===== src/rtl/mux3_hold_pkg.sv =====
package mux3_hold_pkg;
  localparam int NUM_INPUTS = 3;

  // strobes from control to every bit slice
  typedef struct packed {
    logic passA;   // put input A on the bus
    logic passB;   // put input B on the bus
    logic passC;   // put input C on the bus
    logic keep;    // next edge accumulates; low means next edge clears
    logic show;    // stored word visible at the output
  } strobe_t;
endpackage


===== src/rtl/mux3_hold_ctrl.sv =====
module mux3_hold_ctrl
  import mux3_hold_pkg::*;
(
  input  logic    rst,
  input  logic    gateA,
  input  logic    gateB,
  input  logic    gateC,
  input  logic    holdEn,
  output strobe_t strobes
);
  always_comb begin
    strobes.passA = gateA;
    strobes.passB = gateB;
    strobes.passC = gateC;
    strobes.keep  = holdEn & ~rst;
    strobes.show  = holdEn;
  end
endmodule


===== src/rtl/mux3_hold_bit.sv =====
module mux3_hold_bit
  import mux3_hold_pkg::*;
(
  input  logic    clk,
  input  logic    bitA,
  input  logic    bitB,
  input  logic    bitC,
  input  strobe_t strobes,
  output logic    bitOut
);
  logic busBit;
  logic heldQ;

  // wired-OR bus: each strobe adds its own input
  assign busBit = (bitA & strobes.passA) | (bitB & strobes.passB) | (bitC & strobes.passC);

  always_ff @(posedge clk) begin
    if (strobes.keep) heldQ <= heldQ | busBit;
    else              heldQ <= 1'b0;
  end

  assign bitOut = (heldQ & strobes.show) | busBit;
endmodule


===== src/rtl/mux3_hold_path.sv =====
module mux3_hold_path
  import mux3_hold_pkg::*;
#(
  parameter int WIDTH = 16
) (
  input  logic             clk,
  input  logic [WIDTH-1:0] wordA,
  input  logic [WIDTH-1:0] wordB,
  input  logic [WIDTH-1:0] wordC,
  input  strobe_t          strobes,
  output logic [WIDTH-1:0] wordOut
);
  for (genvar i = 0; i < WIDTH; i++) begin : g_bit
    mux3_hold_bit u_bit (
      .clk    (clk),
      .bitA   (wordA[i]),
      .bitB   (wordB[i]),
      .bitC   (wordC[i]),
      .strobes(strobes),
      .bitOut (wordOut[i])
    );
  end
endmodule


===== src/rtl/mux3_hold_slice.sv =====
module mux3_hold_slice
  import mux3_hold_pkg::*;
#(
  parameter int WIDTH = 16
) (
  input  logic             clk,
  input  logic             rst,
  input  logic [WIDTH-1:0] dataA,
  input  logic [WIDTH-1:0] dataB,
  input  logic [WIDTH-1:0] dataC,
  input  logic             gateA,
  input  logic             gateB,
  input  logic             gateC,
  input  logic             holdEn,
  output logic [WIDTH-1:0] dataOut
);
  strobe_t strobes;

  mux3_hold_ctrl u_ctrl (
    .rst    (rst),
    .gateA  (gateA),
    .gateB  (gateB),
    .gateC  (gateC),
    .holdEn (holdEn),
    .strobes(strobes)
  );

  mux3_hold_path #(.WIDTH(WIDTH)) u_path (
    .clk    (clk),
    .wordA  (dataA),
    .wordB  (dataB),
    .wordC  (dataC),
    .strobes(strobes),
    .wordOut(dataOut)
  );
endmodule


===== config.mk =====
export PLATFORM = sky130hd
export DESIGN_NAME = mux3_hold_slice
export DESIGN_NICKNAME = d
export VERILOG_FILES = /design/src/rtl/mux3_hold_pkg.sv /design/src/rtl/mux3_hold_ctrl.sv /design/src/rtl/mux3_hold_bit.sv /design/src/rtl/mux3_hold_path.sv /design/src/rtl/mux3_hold_slice.sv
export SDC_FILE = /design/constraint.sdc
export NUM_CORES = 1
export LEC_CHECK = 0
export ABC_AREA = 1
export ABC_CLOCK_PERIOD_IN_PS = 820
export BUFFER_PORTS_ARGS = -buffer_cell sky130_fd_sc_hd__buf_2
export CORE_MARGIN = 1.5
export CORE_UTILIZATION = 44
export CTS_BUF_LIST = sky130_fd_sc_hd__clkbuf_8
export CTS_CLUSTER_SIZE = 24
export DETAILED_ROUTE_END_ITERATION = 16
export PLACE_DENSITY = 0.82
export SETUP_SLACK_MARGIN = 0.02
export SYNTH_ARGS = -nofsm -noshare
export SYNTH_HDL_FRONTEND = slang
export SYNTH_SLANG_ARGS = --single-unit

===== constraint.sdc =====
create_clock -name clk -period 0.82 [get_ports clk]
set_clock_uncertainty 0.1 [all_clocks]
set_input_delay 0.041 -clock clk [delete_from_list [all_inputs] [get_ports clk]]
set_output_delay 0.041 -clock clk [all_outputs]
set_load 0.05 [all_outputs]

==> results of run 1 <==
==> cells in the mapped netlist (all sizes together) <==
cell type / number / area share
nand2: 65 / 0.23
nor2: 32 / 0.11
buf: 25 / 0.20
dfxtp: 16 / 0.29
nand3: 16 / 0.072
nand4: 16 / 0.091
inv: 1 / 0.0034
==> area by class of cell <==
type	instances	area (um2)
Timing Repair Buffer	74	533.0
Inverter	1	3.754
Tap cell	28	35.03
Multi-Input combinational cell	129	559.3
Sequential cell	16	337.8
Fill cell	208	773.2
Clock buffer	4	55.05
==> kinds of logic (layout without fill, tap and decap cells) <==
| logic type | after synthesis | count (layout) | share of synthesized area |
|---|---|---|---|
| and+or+nand+nor | 129 | 129 | 0.5017 |
| buffers and inverters | 26 | 79 | 0.2084 |
| DFF | 16 | 16 | 0.2899 |
==> worst paths after layout <==
kind                                                              start  cells past startpoint                                 endpoint
worst max-delay path            u_path.g_bit[15].u_bit.heldQ$_SDFF_PN0_                      3                              dataOut[15]
worst min-delay path                                          dataC[13]                      5  u_path.g_bit[13].u_bit.heldQ$_SDFF_PN0_
worst max register to register  u_path.g_bit[14].u_bit.heldQ$_SDFF_PN0_                      2  u_path.g_bit[14].u_bit.heldQ$_SDFF_PN0_
worst min register to register  u_path.g_bit[12].u_bit.heldQ$_SDFF_PN0_                      2  u_path.g_bit[12].u_bit.heldQ$_SDFF_PN0_
==> through the flow <==
stage	area, um2	total power [mW]
floorplan	1142	1.582
global placement	1346	1.668
detailed placement	1346	1.677
CTS	1509	2.465
global route	1524	2.594
finish	1524	2.454
==> repair_timing <==
item                       CTS  global route
setup endpoints to repair   16            16
pin swaps                   17             2
resized for setup           38            10
==> metal layers <==
metal	part of all wire	vias to the layer above	wire length [um]
li1	-	650	-
met1	0.42	541	1184
met2	0.51	47	1435
met3	0.059	2	166
met4	0.0032	0	9
met5	0	-	0
==> placed cells by master, fill, tap and decap left out, drive strengths merged <==
cell type	n
buf	74
clkbuf	4
dfxtp	16
inv	1
nand2	65
nand3	16
nand4	16
nor2	32
==> report_power, final <==
| group | total [mW] | leakage (nW) | internal, mW | switching [mW] |
|---|---|---|---|---|
| Sequential | 0.857 | 0.137 | 0.833 | 0.0236 |
| Combinational | 0.931 | 0.640 | 0.376 | 0.554 |
| Clock | 0.667 | 0.0288 | 0.424 | 0.242 |
| Total | 2.45 | 0.806 | 1.63 | 0.820 |
==> critical path, cell delays in order, from the launching register on <==
cell and delay [ns]:
dfxtp_2 0.33, nand2_2 0.05, nand4_1 0.11, buf_6 0.18
==> impl_metrics.yaml, run 1 <==
run_status:
  status: "finished, violations left"
  failed_checks: "setup timing"
synth:
  synthCells: 171
  ys_seq_area_frac: 0.2899
  syn_area_per_cell_um2: 6.461
  synth_warnings: 0
  synth.distinct_cells: 12
  syn-num-nets: 225
  synth_area_mm2: 0.001105
  synth-seq-cells: 16
final_layout:
  final_net_count: 279
  reg.largest.list: "u_path.g_bit.u_bit.heldQ (16)"
  final_util: 0.6634
  drive_above_1_share: 0.4286
  largest_register_ffs: 16
  top_register: "u_path.g_bit.u_bit.heldQ"
  diodes: 0
  finalNonFillerCells: 252
  areaGrowthSynthToFinish_pct: 37.94
timing:
  finalHoldViolations: 0
  tightestPinTransition_ns: 0.1702
  layout_setup_ws_ns: -0.2309
  min_period_ns: 1.051
  fmax_ghz: 0.9515
  setup-tns-final_ns: -3.158
  period_share: 1.282
  rsz0062_at_grt: "true"
  holdWs_ns: 0.03563
  max_slew_margin: 0.8865
  drv_slew: 0
  setup-violations-final: 16
detailed_routing:
  routed_wl_mm: 2.795
  antenna_left: 0
  drt_iter0_markers: 22
  vias: 1240
  wire_per_inst_um: 11.09
  avgViaCountPerCell: 4.921
  drc: 0
  firstDrtPassIters: 4
global_route:
  grt-ovfl-total: 0
  grt_pass1_vias: 1105
  grt_use_met2: 0.3896
  grt_pass1_wl_mm: 4.416
  grt-busiest-layer: "met2"
  grt_max_degree: 18
  grt_util_met3: 0.01695
  grt_use_total: 0.2067
  met1_usage: 0.2491
  antenna_found_initial: 0
place:
  pre_cts_ws_ns: -0.04840
  place_congestion: 0.7066
  dp_hpwl_mm: 1.953
  io_buffer_count: 69
  place_inst: 248
worst_hold_path:
  hp-class: "input port to flop"
clock_network:
  htree_levels: 1
  cts_tree: "done"
  cts.sinks: 16
  insertion_delay_ns: 0.24
  clock-root-buffer: "clkbuf_8"
  postCtsHoldBufs: 0
  cts.path.max_buffers: 2
  postCtsSetupRepairBufs: 0
  clkTransAtPathRegs_ns: 0.06
  cts_buffers: 3
pwr:
  powerDensity_mw_per_mm2: 1610
  irDropWorstVdd_v: 0.0009038
  leakage_nw: 0.8057
floorplan:
  placementRows: 17
  die_y_um: 53.11
  fp.coreArea_mm2: 0.002297
  initial_core_util: 0.4809
  die_x_um: 53.11
  die_area_mm2: 0.002821
  num_io_pins: 70
critical_path:
  critPathArrivalTime_ns: 0.91
  end_kind: "output pin"
  reg2reg_slack_ns: 0.13
  critPathMaxFanout: 2
  path_class: "flop to output pin"
  cp_data_required_time_ns: 0.68
  start_kind: "flop"
job:
  cap_violations: 0
Note: power is estimated with default switching activity, not from simulation.
==> inputs of run 2 (changes only) <==
- REMOVE_ABC_BUFFERS: unset -> 1
==> impl_metrics.yaml, run 2 (synthesized netlist as in run 1, its figures left out) <==
run_status:
  status: "finished, violations left"
  failed_checks: "setup timing"
final_layout:
  final_net_count: 279
  fillerInstances: 207
  final_cell_mix: "57 x nand2_1, 53 x buf_2, 32 x nor2_1"
  drive_above_1_share: 0.4554
  reg.largest.list: "u_path.g_bit.u_bit.heldQ (16)"
  largest_register_ffs: 16
  final_common_cell: "nand2_1"
  areaGrowthSynthToFinish_pct: 39.07
  finalNonFillerCells: 252
  top_register: "u_path.g_bit.u_bit.heldQ"
  ff_latch_area_um2: 340.3
  diodes: 0
  multi_input_area_um2: 569.3
  fin_area_mm2: 0.001536
floorplan:
  placementRows: 17
  die_x_um: 53.11
  initial_core_util: 0.4809
  num_io_pins: 70
  die_area_mm2: 0.002821
  fp.coreArea_mm2: 0.002297
  die_y_um: 53.11
worst_hold_path:
  hp-class: "input port to flop"
clock_network:
  htree_levels: 1
  clock-root-buffer: "clkbuf_8"
  postCtsSetupRepairBufs: 0
  cts.sinks: 16
  cts_buffers: 3
  clkTransAtPathRegs_ns: 0.06
  insertion_delay_ns: 0.25
  cts_tree: "done"
  cts.path.max_buffers: 2
critical_path:
  crit_path_top_delay_cell: "dfxtp_2"
  start_kind: "flop"
  worst-path-buf-inv: 1
  critPathArrivalTime_ns: 0.93
  crit_chain: "nand2_2, nand4_1, buf_6"
  critPathMaxFanout: 2
  path_class: "flop to output pin"
  end_kind: "output pin"
  cp_data_required_time_ns: 0.68
  critPathMaxStageDelay_ns: 0.32
  critPathTopFamily: "flip-flops"
pwr:
  powerDensity_mw_per_mm2: 1610
  irDropWorstVdd_v: 0.001489
  finalPower_mw: 2.474
  leakage_nw: 0.8092
timing:
  drv_slew: 0
  tightestPinTransition_ns: 0.1725
  max_slew_margin: 0.8849
  min_period_ns: 1.074
  layout_setup_ws_ns: -0.2539
  setup-tns-final_ns: -3.148
  period_share: 1.310
  setup-violations-final: 16
  fmax_ghz: 0.9312
  rsz0062_at_grt: "true"
  finalHoldViolations: 0
global_route:
  grt_pass1_vias: 1071
  grt_max_degree: 17
  antenna_found_initial: 0
  grt_use_total: 0.2056
  grt-ovfl-total: 0
  grt_pass1_wl_mm: 4.215
detailed_routing:
  wire_per_inst_um: 11.46
  route.met2.wl_mm: 1.292
  vias: 1261
  antenna_left: 0
  drt_iter0_markers: 31
  firstDrtPassIters: 4
  highest_layer: "met4"
  avgViaCountPerCell: 5.004
  drc: 0
  route.met3.wl_um: 371
  routed_wl_mm: 2.888
  wl_met1_mm: 1.192
place:
  place_congestion: 0.7054
  dpl_cell_area_mm2: 0.001346
  place_inst: 248
  dp_hpwl_mm: 1.966
  io_buffer_count: 69
job:
  cap_violations: 0
[run 2: per-stage QoR]
step / utilization / hold WS [ns] / worst slack (ns)
floorplan: - / 0.1539 / -0.1450
global placement: 0.5861 / 0.2711 / -0.04685
detailed placement: 0.5861 / 0.2829 / -0.03738
CTS: 0.6623 / 0.02698 / -0.2085
global route: 0.6688 / 0.06909 / -0.2638
finish: 0.6688 / 0.02635 / -0.2539
[run 2: where the power goes]
group          internal, mW  leakage (nW)  switching, mW  total [mW]
registers             0.834         0.138         0.0241       0.858
clock network         0.426        0.0288          0.257       0.682
logic                 0.377         0.643          0.557       0.934
total                  1.64         0.809          0.838        2.47
[run 2: worst paths after layout]
path / startpoint / end / slack [ns] / cells after the start
setup / recovery: u_path.g_bit[4].u_bit.heldQ$_SDFF_PN0_ / dataOut[4] / -0.25 / 3
hold / removal: dataC[13] / u_path.g_bit[13].u_bit.heldQ$_SDFF_PN0_ / 0.03 / 5
setup reg to reg: u_path.g_bit[2].u_bit.heldQ$_SDFF_PN0_ / u_path.g_bit[2].u_bit.heldQ$_SDFF_PN0_ / 0.13 / 2
hold reg to reg: u_path.g_bit[10].u_bit.heldQ$_SDFF_PN0_ / u_path.g_bit[10].u_bit.heldQ$_SDFF_PN0_ / 0.36 / 2
[run 2: final cells by class]
type | count | share of cell area
clock buffers | 4 | 0.03583
well taps | 28 | 0.02280
repair buffers | 74 | 0.3469
flip-flops and latches | 16 | 0.2215
multi-input cells | 129 | 0.3705
inverters | 1 | 0.002443
[run 2: per-layer routing]
metal  track usage  vias to the layer above
met4       0.03846                        0
met3       0.06780                        4
met5             0                        -
met1        0.2266                      534
li1              -                      647
met2        0.3813                       76
[run 2: timing repair]
| item | in CTS | in global routing |
|---|---|---|
| setup endpoints to repair | 16 | 16 |
| gates cloned | 0 | 0 |
| resized for setup | 48 | 6 |
| hold buffers | 0 | 0 |
| endpoints found under the hold margin | 0 | 0 |
| pin swaps | 31 | 0 |
[run 2: tightest hold or removal path: cells and delay by family]
| kind | cells | cell delay (ns) |
|---|---|---|
| and+or+nand+nor | 4 | 0.23 |
| buffers and inverters | 1 | 0.07 |
